[src/rtl/mac_pkg.sv]
package mac_pkg;

    localparam int DW = 32;
    localparam int AW = 2 * DW;
    localparam int HW = DW / 2;

    localparam logic [DW-1:0] LONG_NEG_OR  = {{HW{1'b1}}, {HW{1'b0}}};
    localparam logic [DW-1:0] LONG_POS_AND = {{(HW+1){1'b0}}, {(HW-1){1'b1}}};
    localparam logic [AW-1:0] WORD_MIN     = {{(DW+1){1'b1}}, {(DW-1){1'b0}}};
    localparam logic [AW-1:0] WORD_MAX     = {{(DW+1){1'b0}}, {(DW-1){1'b1}}};
    localparam logic [DW-1:0] WORD_MARK    = {{(DW-1){1'b0}}, 1'b1};
    localparam logic [DW-1:0] LO_CLAMP_NEG = {1'b1, {(DW-1){1'b0}}};
    localparam logic [DW-1:0] LO_CLAMP_POS = {1'b0, {(DW-1){1'b1}}};

    typedef enum logic {
        OP_LONG = 1'b0,
        OP_WORD = 1'b1
    } mac_op_e;

    typedef struct packed {
        mac_op_e       op;
        logic          sat;
        logic [DW-1:0] a;
        logic [DW-1:0] b;
    } mac_cmd_t;

    typedef struct packed {
        logic [DW-1:0] hi;
        logic [DW-1:0] lo;
    } acc_t;

    // Final accumulator value from a wrapped 64-bit sum and the mode bits.
    function automatic acc_t clamp_sum(mac_op_e op, logic sat, logic [AW-1:0] sum);
        acc_t r;
        r.hi = sum[AW-1:DW];
        r.lo = sum[DW-1:0];
        if (sat) begin
            if (op == OP_LONG) begin
                if (sum[AW-1]) r.hi = r.hi | LONG_NEG_OR;
                else           r.hi = r.hi & LONG_POS_AND;
            end else begin
                if ($signed(sum) < $signed(WORD_MIN)) begin
                    r.hi = WORD_MARK;
                    r.lo = LO_CLAMP_NEG;
                end else if ($signed(sum) > $signed(WORD_MAX)) begin
                    r.hi = WORD_MARK;
                    r.lo = LO_CLAMP_POS;
                end
            end
        end
        return r;
    endfunction

endpackage

[src/rtl/mac_mult.sv]
module mac_mult
    import mac_pkg::*;
(
    input  mac_cmd_t      cmd_i,
    output logic [AW-1:0] prod_o
);

    logic [DW-1:0] opa, opb;
    logic signed [AW-1:0] xa, xb;

    always_comb begin
        if (cmd_i.op == OP_WORD) begin
            opa = {{HW{cmd_i.a[HW-1]}}, cmd_i.a[HW-1:0]};
            opb = {{HW{cmd_i.b[HW-1]}}, cmd_i.b[HW-1:0]};
        end else begin
            opa = cmd_i.a;
            opb = cmd_i.b;
        end
        xa     = {{DW{opa[DW-1]}}, opa};
        xb     = {{DW{opb[DW-1]}}, opb};
        prod_o = xa * xb;
    end

endmodule

[src/rtl/mac_sat.sv]
module mac_sat
    import mac_pkg::*;
(
    input  acc_t          acc_i,
    input  logic [AW-1:0] prod_i,
    input  mac_op_e       op_i,
    input  logic          sat_i,
    output acc_t          nxt_o
);

    logic [AW-1:0] sum;

    always_comb begin
        sum   = {acc_i.hi, acc_i.lo} + prod_i;
        nxt_o = clamp_sum(op_i, sat_i, sum);
    end

endmodule

[src/rtl/mac_ctrl.sv]
module mac_ctrl
    import mac_pkg::*;
#(
    parameter int LAT = 3
) (
    input  logic     clk,
    input  logic     rst,
    input  logic     start_i,
    input  mac_cmd_t cmd_i,
    output mac_cmd_t cmd_o,
    output logic     fire_o,
    output logic     done_o
);

    localparam int CW = (LAT > 1) ? $clog2(LAT) : 1;
    localparam logic [CW-1:0] CNT_INIT = CW'(LAT - 1);

    logic          busy_q;
    logic [CW-1:0] cnt_q;
    mac_cmd_t      cmd_q;

    assign fire_o = busy_q && (cnt_q == '0);
    assign cmd_o  = cmd_q;

    always_ff @(posedge clk) begin
        if (rst) begin
            busy_q <= 1'b0;
            cnt_q  <= '0;
            cmd_q  <= '0;
            done_o <= 1'b0;
        end else begin
            done_o <= fire_o;
            if (!busy_q) begin
                if (start_i) begin
                    busy_q <= 1'b1;
                    cnt_q  <= CNT_INIT;
                    cmd_q  <= cmd_i;
                end
            end else if (cnt_q == '0) begin
                busy_q <= 1'b0;
            end else begin
                cnt_q <= cnt_q - 1'b1;
            end
        end
    end

    // operands held while busy, whatever start_i does
    p_start_ignored_r7: assert property (@(posedge clk) disable iff (rst)
        busy_q && start_i |=> $stable(cmd_q));

    // done is a single-cycle pulse
    p_done_single_r6: assert property (@(posedge clk) disable iff (rst)
        done_o |=> !done_o);

    // countdown never exceeds the latency window
    p_cnt_bound_r6: assert property (@(posedge clk) disable iff (rst)
        busy_q |-> cnt_q <= CNT_INIT);

endmodule

[src/rtl/mac_unit.sv]
module mac_unit
    import mac_pkg::*;
#(
    parameter int LAT = 3
) (
    input  logic          clk,
    input  logic          rst,
    input  logic          start_i,
    input  logic          op_word_i,
    input  logic          sat_i,
    input  logic [DW-1:0] a_i,
    input  logic [DW-1:0] b_i,
    input  logic          clr_i,
    input  logic          hi_we_i,
    input  logic [DW-1:0] hi_wdata_i,
    input  logic          lo_we_i,
    input  logic [DW-1:0] lo_wdata_i,
    output logic [DW-1:0] acc_hi_o,
    output logic [DW-1:0] acc_lo_o,
    output logic          done_o
);

    mac_cmd_t      cmd_in, cmd_q;
    logic          fire;
    logic [AW-1:0] prod;
    acc_t          acc_now, acc_nxt;

    logic [1:0][DW-1:0] word_v, wdata_v, res_v;
    logic [1:0]         we_v;

    always_comb begin
        cmd_in.op  = mac_op_e'(op_word_i);
        cmd_in.sat = sat_i;
        cmd_in.a   = a_i;
        cmd_in.b   = b_i;
    end

    mac_ctrl #(.LAT(LAT)) u_ctrl (
        .clk     (clk),
        .rst     (rst),
        .start_i (start_i),
        .cmd_i   (cmd_in),
        .cmd_o   (cmd_q),
        .fire_o  (fire),
        .done_o  (done_o)
    );

    mac_mult u_mult (
        .cmd_i  (cmd_q),
        .prod_o (prod)
    );

    assign acc_now.hi = word_v[1];
    assign acc_now.lo = word_v[0];

    mac_sat u_sat (
        .acc_i  (acc_now),
        .prod_i (prod),
        .op_i   (cmd_q.op),
        .sat_i  (cmd_q.sat),
        .nxt_o  (acc_nxt)
    );

    assign we_v    = {hi_we_i, lo_we_i};
    assign wdata_v = {hi_wdata_i, lo_wdata_i};
    assign res_v   = {acc_nxt.hi, acc_nxt.lo};

    // Per-word register: clear > port write > write-back
    for (genvar w = 0; w < 2; w++) begin : g_word
        logic [DW-1:0] q;
        always_ff @(posedge clk) begin
            if (rst || clr_i)  q <= '0;
            else if (we_v[w])  q <= wdata_v[w];
            else if (fire)     q <= res_v[w];
        end
        assign word_v[w] = q;
    end

    assign acc_hi_o = word_v[1];
    assign acc_lo_o = word_v[0];

    // clear zeroes both words next cycle
    p_clear_zero_r8: assert property (@(posedge clk) disable iff (rst)
        clr_i |=> (acc_hi_o == '0) && (acc_lo_o == '0));

    // direct load of the upper word
    p_hi_load_r9: assert property (@(posedge clk) disable iff (rst)
        !clr_i && hi_we_i |=> acc_hi_o == $past(hi_wdata_i));

    // direct load of the lower word
    p_lo_load_r9: assert property (@(posedge clk) disable iff (rst)
        !clr_i && lo_we_i |=> acc_lo_o == $past(lo_wdata_i));

    // accumulator holds when nothing writes it
    p_hold_r6: assert property (@(posedge clk) disable iff (rst)
        !clr_i && !hi_we_i && !lo_we_i && !fire |=>
            $stable(acc_hi_o) && $stable(acc_lo_o));

    // saturated long result keeps the upper word in a 48-bit window
    p_long_window_r4: assert property (@(posedge clk) disable iff (rst)
        fire && !clr_i && !hi_we_i && cmd_q.op == OP_LONG && cmd_q.sat |=>
            (acc_hi_o[DW-1:HW] == {HW{1'b1}}) ||
            (acc_hi_o[DW-1:HW-1] == '0));

    // saturated word result leaves upper word at 0, -1 or the mark 1
    p_word_hi_r5: assert property (@(posedge clk) disable iff (rst)
        fire && !clr_i && !hi_we_i && cmd_q.op == OP_WORD && cmd_q.sat |=>
            (acc_hi_o == '0) || (acc_hi_o == '1) || (acc_hi_o == WORD_MARK));

    // done follows a write-back
    p_done_after_fire_r6: assert property (@(posedge clk) disable iff (rst)
        fire |=> done_o);

endmodule

[config.mk]
export PLATFORM = sky130hd
export DESIGN_NAME = mac_unit
export DESIGN_NICKNAME = d
export VERILOG_FILES = /design/src/rtl/mac_pkg.sv /design/src/rtl/mac_mult.sv /design/src/rtl/mac_sat.sv /design/src/rtl/mac_ctrl.sv /design/src/rtl/mac_unit.sv
export SDC_FILE = /design/constraint.sdc
export NUM_CORES = 2
export LEC_CHECK = 0
export BUFFER_PORTS_ARGS = -buffer_cell sky130_fd_sc_hd__buf_2
export CAP_MARGIN = 20
export CORE_UTILIZATION = 45
export CTS_BUF_LIST = sky130_fd_sc_hd__clkbuf_8
export CTS_CLUSTER_DIAMETER = 200
export DETAILED_ROUTE_END_ITERATION = 7
export MAX_ROUTING_LAYER = met4
export PLACE_DENSITY_LB_ADDON = 0.08
export SYNTH_ARGS = -nofsm -noshare
export SYNTH_HDL_FRONTEND = slang
export SYNTH_HIERARCHICAL = 1
export SYNTH_SLANG_ARGS = --single-unit
[constraint.sdc]
create_clock -name clk -period 16.1 [get_ports clk]
set_clock_uncertainty 0.2 [all_clocks]
set_input_delay 2.415 -clock clk [delete_from_list [all_inputs] [get_ports clk]]
set_output_delay 2.415 -clock clk [all_outputs]
set_load 0.05 [all_outputs]
==> impl_results.md <==
* Maximum number of pins on one net before global-route repair at 67
* Start-to-end type of the worst setup path: reg2reg
* Type of the worst min-delay path: reg2reg
* Largest incremental delay on the critical path at 1.06 ns
* Setup total negative slack at 0 ns
* Setup slack of the critical path after layout at 1.78 ns
* Number of violations reported at the end of detailed-routing iteration 0 at 2643
* Placement row count at between 100 and 150
* Latest clock arrival within the worst-skew pair at approximately 0.6 ns
* Net count after synthesis at 6944
* Final #Nets at 6937
* Number of enable-type register cells in the synthesized netlist at 0
* CTS tree: done
* Worst Path Required at between 15 and 20 ns
* Proportion of synthesized chip area in sequential cells at 5.52%
* Routability-driven placement congestion ratio at 0.988
* Post-synthesis register bit count at roughly 130
* Pins over their slew limit at 0
* Most common cell on crit path: sky130_fd_sc_hd__fa_1
* Number of warnings reported in the yosys synthesis log at 6
* Highest routed metal layer: met4
* Mean Syn Cell Area at 8.87 µm²
* Count of hold buffers inserted by post-cts repair at 0
* Fraction of registers with async set/reset at 0%
* Commonest cells after routing, fill and taps aside: sky130_fd_sc_hd__fa_1, sky130_fd_sc_hd__inv_1, sky130_fd_sc_hd__nand2_1
* Final Hold Violating Endpoints at 0
* Clock-pin slew reported for the worst setup and hold paths after clock tree synthesis at 0.10 ns
* Fraction of the cycle the final worst path needs at 89.0%
* Post CTS Setup Buffer Count at 0
* Antenna violations before repair at 7
* Slowest library cell on the worst path: sky130_fd_sc_hd__nor4_1
* Effective utilization at floorplan at 45.4%
* Clock root buffer: sky130_fd_sc_hd__clkbuf_8
* Total number of vias at 37.6k
* Ys flop type: sky130_fd_sc_hd__dfxtp_1
* Placed Instances at 6853
* Unrepaired setup endpoints after global routing: no
* Biggest fanout along the worst timing path at 34
* Layout-stage area growth over the synthesis result at 5.01%
* Antenna Nets Post-Route at 0
* Share of final-layout standard cells stronger than drive strength 1 at 8.81%
* Post-Synthesis Cells at about 5.5k
* Crit. End Element: register
* Clock buffers created by TritonCTS at 17
* Clock sink count at around 130
* Max_slew headroom at 16.8%
* Count of H-tree levels built during CTS at 4
* Met2 wire length at 76300 µm
* Per-cell via count in the routed design at 5.45
* Pwr dens at about 84 mW/mm²
* Largest cells by area after synthesis: sky130_fd_sc_hd__fa_1, sky130_fd_sc_hd__inv_1, sky130_fd_sc_hd__ha_1, sky130_fd_sc_hd__nand2_1, sky130_fd_sc_hd__and2_1
* Clock Path Buffers at 2
* Leading cell type in the layout, fill and taps excluded: sky130_fd_sc_hd__fa_1
* DRC violation count after routing at 0
* DIE AREA at between 0.1 and 0.15 mm²
* Congestion Overflow GR at 0
* Post_cts resized at 0
* Die Ht at 331 µm
* Number of distinct library cells after synthesis at 109
* Total wirelength of the detailed-routed design at 155000 µm
* Worst slack after detailed placement at 2.09 ns
* Standard cell core area at 0.107 mm²
* Number of global-route vias before repair at 39.9k
* Worst supply voltage drop on vdd at 0.0965 mV
* Detail-routed net length per standard cell at 22.5 µm
* Pre-Repair DR Iteration Count at 6
* Total routing usage reported by global routing at 30.5%
* Post-layout min period at around 14 ns
* DR WL met3 at 7530 µm
* Horizontal die dimension at 331 µm
* PortBufs at 200
* Half-perimeter wire length of the detailed placement result at 127000 µm
* Summed instance area of the synthesized netlist at 0.0486 mm²
* Post-route insts no fill at 6892
* LEAKAGE at approximately 0.026 µW
* Area leader, netlist: sky130_fd_sc_hd__fa_1
* I/O pin count at 201
* CP Launch Type: register
* Worst slew pin tran at between 1 and 1.5 ns
* Number of endpoints failing setup at the final stage at 0
* Detailed-route wire length on metal 1 at 67700 µm
* Crit path arrival time at 14.60 ns
* First-pass GRT wire length at ~240000 µm
* Number of violations of the max-capacitance limit at 0
* Post-synth top area share at 44.6%
* Achievable frequency at 69.8 MHz
* Run status: finished clean
[flip-flops by register name (all words and copies together) (netlist names)]
register       count
u_ctrl/cmd_o      66
acc_lo_o          32
u_ctrl/cnt_q       2
acc_hi_o          32
u_ctrl/busy_q      1
u_ctrl/done_o      1
[worst max-delay path, delay by kind of cell, from the launching register on]
family	cells	cell delay, ns
multiplexers	1	0.32
buffers and inverters	5	0.95
AO/OA/AOI/OAI	9	3.36
adder cells (fa/ha/maj)	10	4.88
AND/OR/NAND/NOR	12	4.01
flip-flops	1	0.32
XOR/XNOR	1	0.13
[synthesized netlist by cell type, drive strengths merged (68+ instances only)]
| master | number |
|---|---|
| inv | 1006 |
| xnor2 | 68 |
| and2 | 444 |
| o21ai | 111 |
| nand2b | 77 |
| a21oi | 299 |
| nand2 | 782 |
| clkbuf | 216 |
| dfxtp | 134 |
| buf | 88 |
| a21o | 71 |
| ha | 248 |
| fa | 1083 |
| o211a | 71 |
| nor2 | 223 |
[path summary, 6_finish.rpt]
| kind | startpoint | endpoint | slack, ns | cells after the start |
|---|---|---|---|---|
| worst max-delay path | u_ctrl/cmd_o[15]$_SDFFE_PP0P_ | acc_hi_o[27]$_SDFFE_PP0P_ | 1.78 | 38 |
| worst min-delay path | u_ctrl/cmd_o[24]$_SDFFE_PP0P_ | u_ctrl/cmd_o[24]$_SDFFE_PP0P_ | 0.26 | 2 |
| worst max register to register | u_ctrl/cmd_o[15]$_SDFFE_PP0P_ | acc_hi_o[27]$_SDFFE_PP0P_ | 1.78 | 38 |
| worst min register to register | u_ctrl/cmd_o[24]$_SDFFE_PP0P_ | u_ctrl/cmd_o[24]$_SDFFE_PP0P_ | 0.26 | 2 |
[per-stage QoR]
step / util [%] / total power (µW) / area, µm² / hold slack, ns
finish: 47.6 / 4310 / 51000 / 0.262
global route: 47.6 / 4650 / 51000 / 0.293
CTS: 47.6 / 4310 / 50900 / 0.264
detailed placement: 47.2 / 3960 / 50500 / 0.251
global placement: 47.1 / 3960 / 50500 / 0.248
floorplan: - / 2900 / 48600 / 0.235
[power by group]
part / switching [µW] / leakage (µW) / internal, µW / total (µW)
Clock: 174 / 0.000203 / 147 / 321
Sequential: 35.7 / 0.00110 / 353 / 389
Combinational: 2330 / 0.0243 / 1270 / 3600
Total: 2530 / 0.0256 / 1770 / 4310
[routing by layer]
metal,global-route usage [%],vias up
met5,-,-
met4,6.21,0
met3,3.74,140
met2,50.3,996
met1,40.5,19500
li1,-,16900
[logic make-up after synthesis]
logic type,after synthesis,share of synthesized area [%]
AND/OR/NAND/NOR,1768,17.8
adder cells (fa/ha/maj),1331,51.0
buffers and inverters,1311,10.7
AO/OA/AOI/OAI,757,10.9
flip-flops,134,5.52
XOR/XNOR,104,1.88
multiplexers,72,2.12
[layout make-up]
type                       count  area [µm²]
clock inverter                13         143
sequential                   134        2700
inverter                    1007        3780
timing repair buffer         278        1660
clock buffer                  19         262
multi-input combinational   4032       40700
fill                       10600       56100
antenna                        6        15.0
tap                         1403        1760
Power figures use the tool's default switching activity.
